==> src/rtl/fdiv_pkg.sv <==
package fdiv_pkg;
  localparam int SEL_W        = 5;
  localparam int FINE_CODES   = 14;  // half-step ratios
  localparam int ALL_CODES    = 22;
  localparam int MIN_HALF     = 3;   // ticks for the smallest ratio
  localparam int COARSE_HALF0 = 18;  // ticks for the first integer-only code
  localparam int DEF_HALF     = 4;   // fallback for unused codes
  localparam int MAX_HALF     = COARSE_HALF0 + 2 * (ALL_CODES - FINE_CODES - 1);
  localparam int PER_W        = $clog2(2 * MAX_HALF + 2);

  typedef struct packed {
    logic [PER_W-1:0] period;
    logic [PER_W-1:0] high;
  } cfg_t;
endpackage

==> src/rtl/fdiv_decode.sv <==
module fdiv_decode
  import fdiv_pkg::*;
(
  input  logic [SEL_W-1:0] sel_i,
  input  logic             halve_i,
  input  logic             duty_fix_i,
  output cfg_t             cfg_o
);
  logic [PER_W-1:0] half_ticks;
  logic [PER_W-1:0] period;

  always_comb begin
    if (int'(sel_i) < FINE_CODES)
      half_ticks = PER_W'(int'(sel_i) + MIN_HALF);
    else if (int'(sel_i) < ALL_CODES)
      half_ticks = PER_W'(COARSE_HALF0 + 2 * (int'(sel_i) - FINE_CODES));
    else
      half_ticks = PER_W'(DEF_HALF);
  end

  assign period = halve_i ? (half_ticks << 1) : half_ticks;

  always_comb begin
    cfg_o.period = period;
    if (duty_fix_i) cfg_o.high = (period + PER_W'(1)) >> 1;
    else            cfg_o.high = halve_i ? PER_W'(4) : PER_W'(2);
  end
endmodule

==> src/rtl/fdiv_count.sv <==
module fdiv_count #(
  parameter int PER_W = 7
) (
  input  logic             clk_i,
  input  logic             rst_ni,
  input  logic             run_i,
  input  logic [PER_W-1:0] period_i,
  output logic [PER_W-1:0] cnt_o,
  output logic [PER_W-1:0] cnt_nxt_o
);
  logic wrap;

  assign wrap      = (cnt_o == period_i - PER_W'(1));
  assign cnt_nxt_o = !run_i ? '0 : (wrap ? '0 : cnt_o + PER_W'(1));

  always_ff @(posedge clk_i or negedge rst_ni) begin
    if (!rst_ni) cnt_o <= '0;
    else         cnt_o <= cnt_nxt_o;
  end
endmodule

==> src/rtl/fdiv_wave.sv <==
module fdiv_wave #(
  parameter int PER_W = 7
) (
  input  logic             clk_i,
  input  logic             rst_ni,
  input  logic             run_i,
  input  logic [PER_W-1:0] high_i,
  input  logic [PER_W-1:0] cnt_nxt_i,
  output logic             div_o,
  output logic             ce_o,
  output logic             ready_o
);
  always_ff @(posedge clk_i or negedge rst_ni) begin
    if (!rst_ni) begin
      div_o   <= 1'b0;
      ce_o    <= 1'b0;
      ready_o <= 1'b0;
    end else if (!run_i) begin
      // load edge opens the first period
      div_o <= 1'b1;
      ce_o  <= 1'b1;
    end else begin
      div_o   <= (cnt_nxt_i < high_i);
      ce_o    <= (cnt_nxt_i == '0);
      ready_o <= ready_o | (cnt_nxt_i == '0);
    end
  end
endmodule

==> src/rtl/fdiv_top.sv <==
module fdiv_top
  import fdiv_pkg::*;
(
  input  logic             clk_i,
  input  logic             rst_ni,
  input  logic [SEL_W-1:0] sel_i,
  input  logic             halve_i,
  input  logic             duty_fix_i,
  output logic             div_o,
  output logic             ce_o,
  output logic             ready_o
);
  cfg_t             cfg_d, cfg_q;
  logic             run_q;
  logic [PER_W-1:0] cnt_q, cnt_nxt;
  logic [PER_W-1:0] per_q;

  fdiv_decode i_decode (
    .sel_i      (sel_i),
    .halve_i    (halve_i),
    .duty_fix_i (duty_fix_i),
    .cfg_o      (cfg_d)
  );

  // configuration is captured once, on the load edge
  always_ff @(posedge clk_i or negedge rst_ni) begin
    if (!rst_ni) begin
      run_q <= 1'b0;
      cfg_q <= '0;
    end else if (!run_q) begin
      run_q <= 1'b1;
      cfg_q <= cfg_d;
    end
  end

  assign per_q = cfg_q.period;

  fdiv_count #(.PER_W(PER_W)) i_count (
    .clk_i     (clk_i),
    .rst_ni    (rst_ni),
    .run_i     (run_q),
    .period_i  (cfg_q.period),
    .cnt_o     (cnt_q),
    .cnt_nxt_o (cnt_nxt)
  );

  fdiv_wave #(.PER_W(PER_W)) i_wave (
    .clk_i     (clk_i),
    .rst_ni    (rst_ni),
    .run_i     (run_q),
    .high_i    (cfg_q.high),
    .cnt_nxt_i (cnt_nxt),
    .div_o     (div_o),
    .ce_o      (ce_o),
    .ready_o   (ready_o)
  );
endmodule

==> config.mk <==
export PLATFORM = sky130hd
export DESIGN_NAME = fdiv_top
export DESIGN_NICKNAME = d
export VERILOG_FILES = /design/src/rtl/fdiv_pkg.sv /design/src/rtl/fdiv_decode.sv /design/src/rtl/fdiv_count.sv /design/src/rtl/fdiv_wave.sv /design/src/rtl/fdiv_top.sv
export SDC_FILE = /design/constraint.sdc
export NUM_CORES = 1
export LEC_CHECK = 0
export ABC_AREA = 1
export ABC_CLOCK_PERIOD_IN_PS = 2800
export BUFFER_PORTS_ARGS = -buffer_cell sky130_fd_sc_hd__buf_2
export CAP_MARGIN = 20
export CORE_AREA = 10 10 65 120
export DETAILED_ROUTE_END_ITERATION = 10
export DIE_AREA = 0 0 75 130
export GPL_TIMING_DRIVEN = 0
export SYNTH_ARGS = -nofsm -noshare
export SYNTH_HDL_FRONTEND = slang
export SYNTH_HIERARCHICAL = 1
export SYNTH_SLANG_ARGS = --single-unit
==> constraint.sdc <==
create_clock -name clk_i -period 2.8 [get_ports clk_i]
set_clock_uncertainty 0.2 [all_clocks]
set_input_delay 0.28 -clock clk_i [delete_from_list [all_inputs] [get_ports clk_i]]
set_output_delay 0.28 -clock clk_i [all_outputs]
set_load 0.05 [all_outputs]
## Word-level counts from Yosys, hierarchy flattened

Cells that the tools add are included.

| cells by class | value |
|---|---|
| add/sub/neg operators | 6 |
| $lt $le $gt $ge | 3 |
| equal/unequal tests | 1 |
| mux-type cells | 9 |
| bitwise operators | 1 |
| reduce and logical (&&, ||, !) cells | 1 |

Operator list:

| operator | number |
|---|---|
| 2-to-1 mux 7 bit | 6 |
| adder 7 x 1 -> 7 bit, second input constant | 2 |
| adder 6 x 7 -> 7 bit, first input constant | 1 |
| equality test 7 bit | 1 |
| zero test 7 bit | 1 |
| less-than comparator 7 bit | 1 |
| subtractor 7 x 1 -> 7 bit, second input constant | 1 |
| adder 5 x 2 -> 6 bit, second input constant | 1 |
| subtractor 5 x 4 -> 6 bit, second input constant | 1 |
| less-than comparator 5 x 4 -> 1 bit, second input constant | 1 |
| less-than comparator 5 bit, second input constant | 1 |
| 2-to-1 mux 3 bit | 1 |
| 2-to-1 mux 1 bit | 2 |
| OR 1 bit | 1 |

| word-level totals | value |
|---|---|
| bits in registers | 25 |
| bits of input ports | 9 |
| output and inout bits | 3 |
| word-level logic and storage cells | 28 |

## Logic depth before layout (Yosys ltp)

| depth | value |
|---|---|
| depth after elaboration | 7 |
| gate-level depth with buffers | 18 |
| gate-level depth less buffers | 18 |

## Modules after synthesis

The synthesis kept the hierarchy.

Modules (own cells, without submodules):

| module | instances | cells an instance | area each (µm²) | seq. area each (µm²) |
|---|---|---|---|---|
| fdiv_count | 1 | 89 | 589.3 | 175.2 |
| fdiv_top | 1 | 61 | 559.3 | 375.4 |
| fdiv_decode | 1 | 101 | 548.0 | 0.0 |
| fdiv_wave | 1 | 44 | 297.8 | 75.1 |

## Worst setup path before layout

Ideal clock, no wire load.

| path | value |
|---|---|
| path kind | register -> register |
| start | register cfg_q (netlist bit per_q[0]) |
| end | register i_wave.div_o |
| library setup time | 0.133 ns |
| data arrival time | 1.947 ns |
| required time | 2.467 ns |
| slack | 0.520 ns |
| cell stages (with the launch flop) | 16 |
| path buffers | 0 |
| period minus slack after synthesis | 2.280 ns |
| cells stage by stage | dfrtp_1 > inv_1 > ha_1 > or2_1 > nand3_1 > nand2_1 > inv_1 > nand3_1 > nor2_4 > nor2_1 > ha_1 > nand2_1 > nor2_1 > nand2_1 > nand2_1 > nand2_1 |

| on the way | value |
|---|---|
| word-level cells in the longest chain between the ends | 6 |

Ends and longest elaborated chain:

| element | RTL line | RTL |
|---|---|---|
| start, declared | fdiv_top.sv:13 | `cfg_t cfg_d, cfg_q;` |
| start signal, assigned | fdiv_top.sv:32 | `cfg_q <= cfg_d;` |
| subtractor 7 x 1 -> 7 bit | fdiv_count.sv:13 | `assign wrap = (cnt_o == period_i - PER_W'(1));` |
| equality test 7 bit | fdiv_count.sv:13 |  |
| 2-to-1 mux 7 bit (2 in series) | fdiv_count.sv:14 | `assign cnt_nxt_o = !run_i ? '0 : (wrap ? '0 : cnt_o + PER_W'(1));` |
| net cnt_nxt[6] | fdiv_top.sv:15 | `logic [PER_W-1:0] cnt_q, cnt_nxt;` |
| less-than comparator 7 bit | fdiv_wave.sv:23 | `div_o <= (cnt_nxt_i < high_i);` |
| 2-to-1 mux 1 bit | fdiv_wave.sv:18 | `end else if (!run_i) begin` |
| end signal, assigned | fdiv_wave.sv:23 |  |
| end, declared | fdiv_wave.sv:9 | `output logic div_o,` |

The timed path passes the listed nets, and every way through them passes these cells.
A chain may end at the register's enable or synchronous reset.

## Worst setup path after layout

Same ends and word-level chain as after synthesis.

==> metrics.yaml <==
cts:
  cts_buffers: 3
  postCtsSetupBuffers: 0
  cts_tree: "done"
  htreeDepth: 1
  cts_root_buffer: "clkbuf_16"
  clock_latency_ps: 250
  clockBufferDepth: 2
  cts.sinks: 25
  clkTransAtPathRegs_ps: 60
global_routing:
  antenna_found_initial: 0
  grt_max_degree: 26
  grtUsageTotal_pct: 9.31
  grt_first_pass_wirelength_mm: 7.38
  grt_overflow: 0
  grt_pass1_vias: 1839
synth:
  synth_area_mm2: 0.00199
  synth_commonest_cells: "nand2_1, inv_1, dfrtp_1"
  synth_most_common_cell: "nand2_1"
  synth.top_cell.area_share_pct: 31.4
  synthCells: 295
  yosysWarningCount: 6
  synth-edff-count: 0
  synth-main-ff-cell: "dfrtp_1"
  synth_area_per_cell_um2: 6.76
  ys_seq_area_share_pct: 31.4
  synth-seq-cells: 25
  synth_fp_nets: 317
  synth_top_area_cell: "dfrtp_1"
  async_reset_ff_share_pct: 100
  ys_types: 30
  synthTopCellsByArea: "dfrtp_1, nand2_1, ha_1"
die:
  initial_utilization_pct: 33.5
  die_area_mm2: 0.00975
  placementRows: 40
  die_y_um: 130
  dieWidth_um: 75
  coreArea_mm2: 0.00596
  pin_count: 12
sta:
  setup_tns_ps: 0
  fmax_mhz: 399
  drv_slew: 0
  final.min_clock_period_ps: 2510
  rsz0062_at_grt: "no"
  hold_viol: 0
  max_slew.worst_pin.slew_ps: 559
  fin_crit_sh_pct: 89.5
  worst_slack_ps: 294
  slew_headroom_pct: 62.7
  setup_viol: 0
drt:
  drtIter0Drc: 58
  wl_met2_mm: 2.43
  route.detailed.drc: 0
  ant_nets: 0
  wl_per_cell_um: 10.9
  via_count: 1759
  wl_mm: 4.06
  firstDrtPassIters: 6
  m1WireLength_mm: 1.46
  wl_met3_um: 63
  route.top_layer_used: "met4"
  vias_per_cell: 4.72
flow_run:
  maxCapViolCount: 0
setup_path:
  required_ps: 2720
  slowest_stage: "dfrtp_1"
  endpoint_kind: "flop"
  startpoint_type: "flop"
  critical_path_class: "flop to flop"
  reg2reg_depth: 17
  crit_path_frequent_cell: "nand2_1"
  crit_chain: "inv_2, ha_2, or2_1, nand3_1, nand2_1, inv_1, nand3_2, nor2_4, nor2_1, ha_1, nand2_1, inv_1, nand2_1, nand2_1, nand2_1, nand2_1, nand2_1"
  arrival_ps: 2430
  slowest_delay_ps: 380
  cp_max_fo: 7
hold_path:
  whs_path_depth: 4
  min_path_type: "input port to flop"
cells_and_area:
  area_growth_pct: 11.5
  layout.nets: 333
  fill_cells: 651
  fin_cells: 373
  drive_gt1_share_pct: 13.2
  diodes: 0
  fin_util_pct: 37.4
power_and_ir_drop:
  p_total_w: 0.00101
  vdd_ir_drop_max_mv: 0.204
  powerDensity_mw_per_mm2: 455
  leakagePower_nw: 1.22
placed_design:
  port_buffers: 10
  place_ws_ps: 180
  dpl.cell_count: 368
  place_hpwl_mm: 3.48
  place_congestion: 0.787
status:
  outcome: "completed"
==> power breakdown <==
part	leakage [nW]	switching, W	total (W)	internal [W]
logic	0.862	0.000178	0.000281	0.000103
clock network	0.0409	0.000117	0.000309	0.000192
registers	0.314	0.0000301	0.000421	0.000391
total	1.22	0.000325	0.00101	0.000687
==> cell usage in the layout, fill, tap and decap left out, drive strengths merged <==
cell         synthesis  final
inv                 40     40
xnor2                6      6
clkbuf               0      3
a21boi               1      1
a21oi                7      7
buf                  4     14
nor3                 2      2
nor2                24     24
xor2                 3      3
dfrtp               25     25
o21ai                5      5
nand3               28     28
nand2              122    122
dlygate4sd3          0      1
conb                 2      2
ha                  13     13
clkinv               1      2
nand4                6      6
or2                  1      1
nand3b               5      5
==> cell type report <==
type                       count  area [um^2]  area share [%]
timing repair buffer          11         60.1            2.70
inverter                      41          158            7.09
sequential                    25          626            28.1
multi-input combinational    225         1180            53.3
clock inverter                 1         5.00           0.225
tap                           63         78.8            3.54
clock buffer                   3         75.1            3.37
buffer                         4         37.5            1.69
==> final timing paths <==
check | start | slack [ps] | endpoint
worst max register to register | per_q[0] | 290 | i_wave/div_o
worst min register to register | cfg_q[5] | 270 | cfg_q[5]
min in group asynchronous | rst_ni | 350 | i_wave/div_o
worst min-delay path | duty_fix_i | 180 | cfg_q[2]
max in group asynchronous | rst_ni | 1680 | i_count/cnt_o[3]
worst max-delay path | per_q[0] | 290 | i_wave/div_o
==> flip-flops by register name, indices dropped and copies added (netlist names) <==
name,count
cfg_q,7
i_count/cnt_o,7
i_wave/ce_o,1
i_wave/ready_o,1
per_q,7
run_q,1
i_wave/div_o,1
==> critical path: cells and delay by family (launching register included) <==
family | cells | cell delay [ps]
adders and majority gates | 2 | 520
DFF | 1 | 380
and+or+nand+nor | 12 | 1090
buffers and inverters | 3 | 180
==> per-stage QoR <==
| step | hold slack, ps | instance area (um^2) |
|---|---|---|
| detailed placement | 99.9 | 2120 |
| global placement | 95.4 | 2120 |
| global route | 226 | 2220 |
| CTS | 177 | 2210 |
| finish | 178 | 2220 |
| floorplan | -216 | 1990 |
==> repair_timing <==
action / 4_1_cts / 5_1_grt
endpoints found under the setup margin: 0 / 1
hold buffers: 1 / 0
hold endpoints to repair: 25 / 0
gates resized for setup: 0 / 4
==> per-layer routing <==
layer  global-route usage, %  vias up
met3                   0.989        6
met5                       0        -
li1                        -      947
met1                    8.07      791
met2                    19.2       15
met4                    4.60        0
==> logic make-up (layout without fill, tap and decap cells) <==
kind of cell / after synthesis / after routing / share of synthesized area [%]
AOI/OAI and AO/OA: 13 / 13 / 3.76
xor gates and xnor gates: 9 / 9 / 3.95
adders and majority gates: 13 / 13 / 8.16
buffers and inverters: 45 / 60 / 9.79
DFF: 25 / 25 / 31.4
other: 2 / 2 / 0.377
and+or+nand+nor: 188 / 188 / 42.6
No activity file was read; power rests on OpenSTA's default activity.
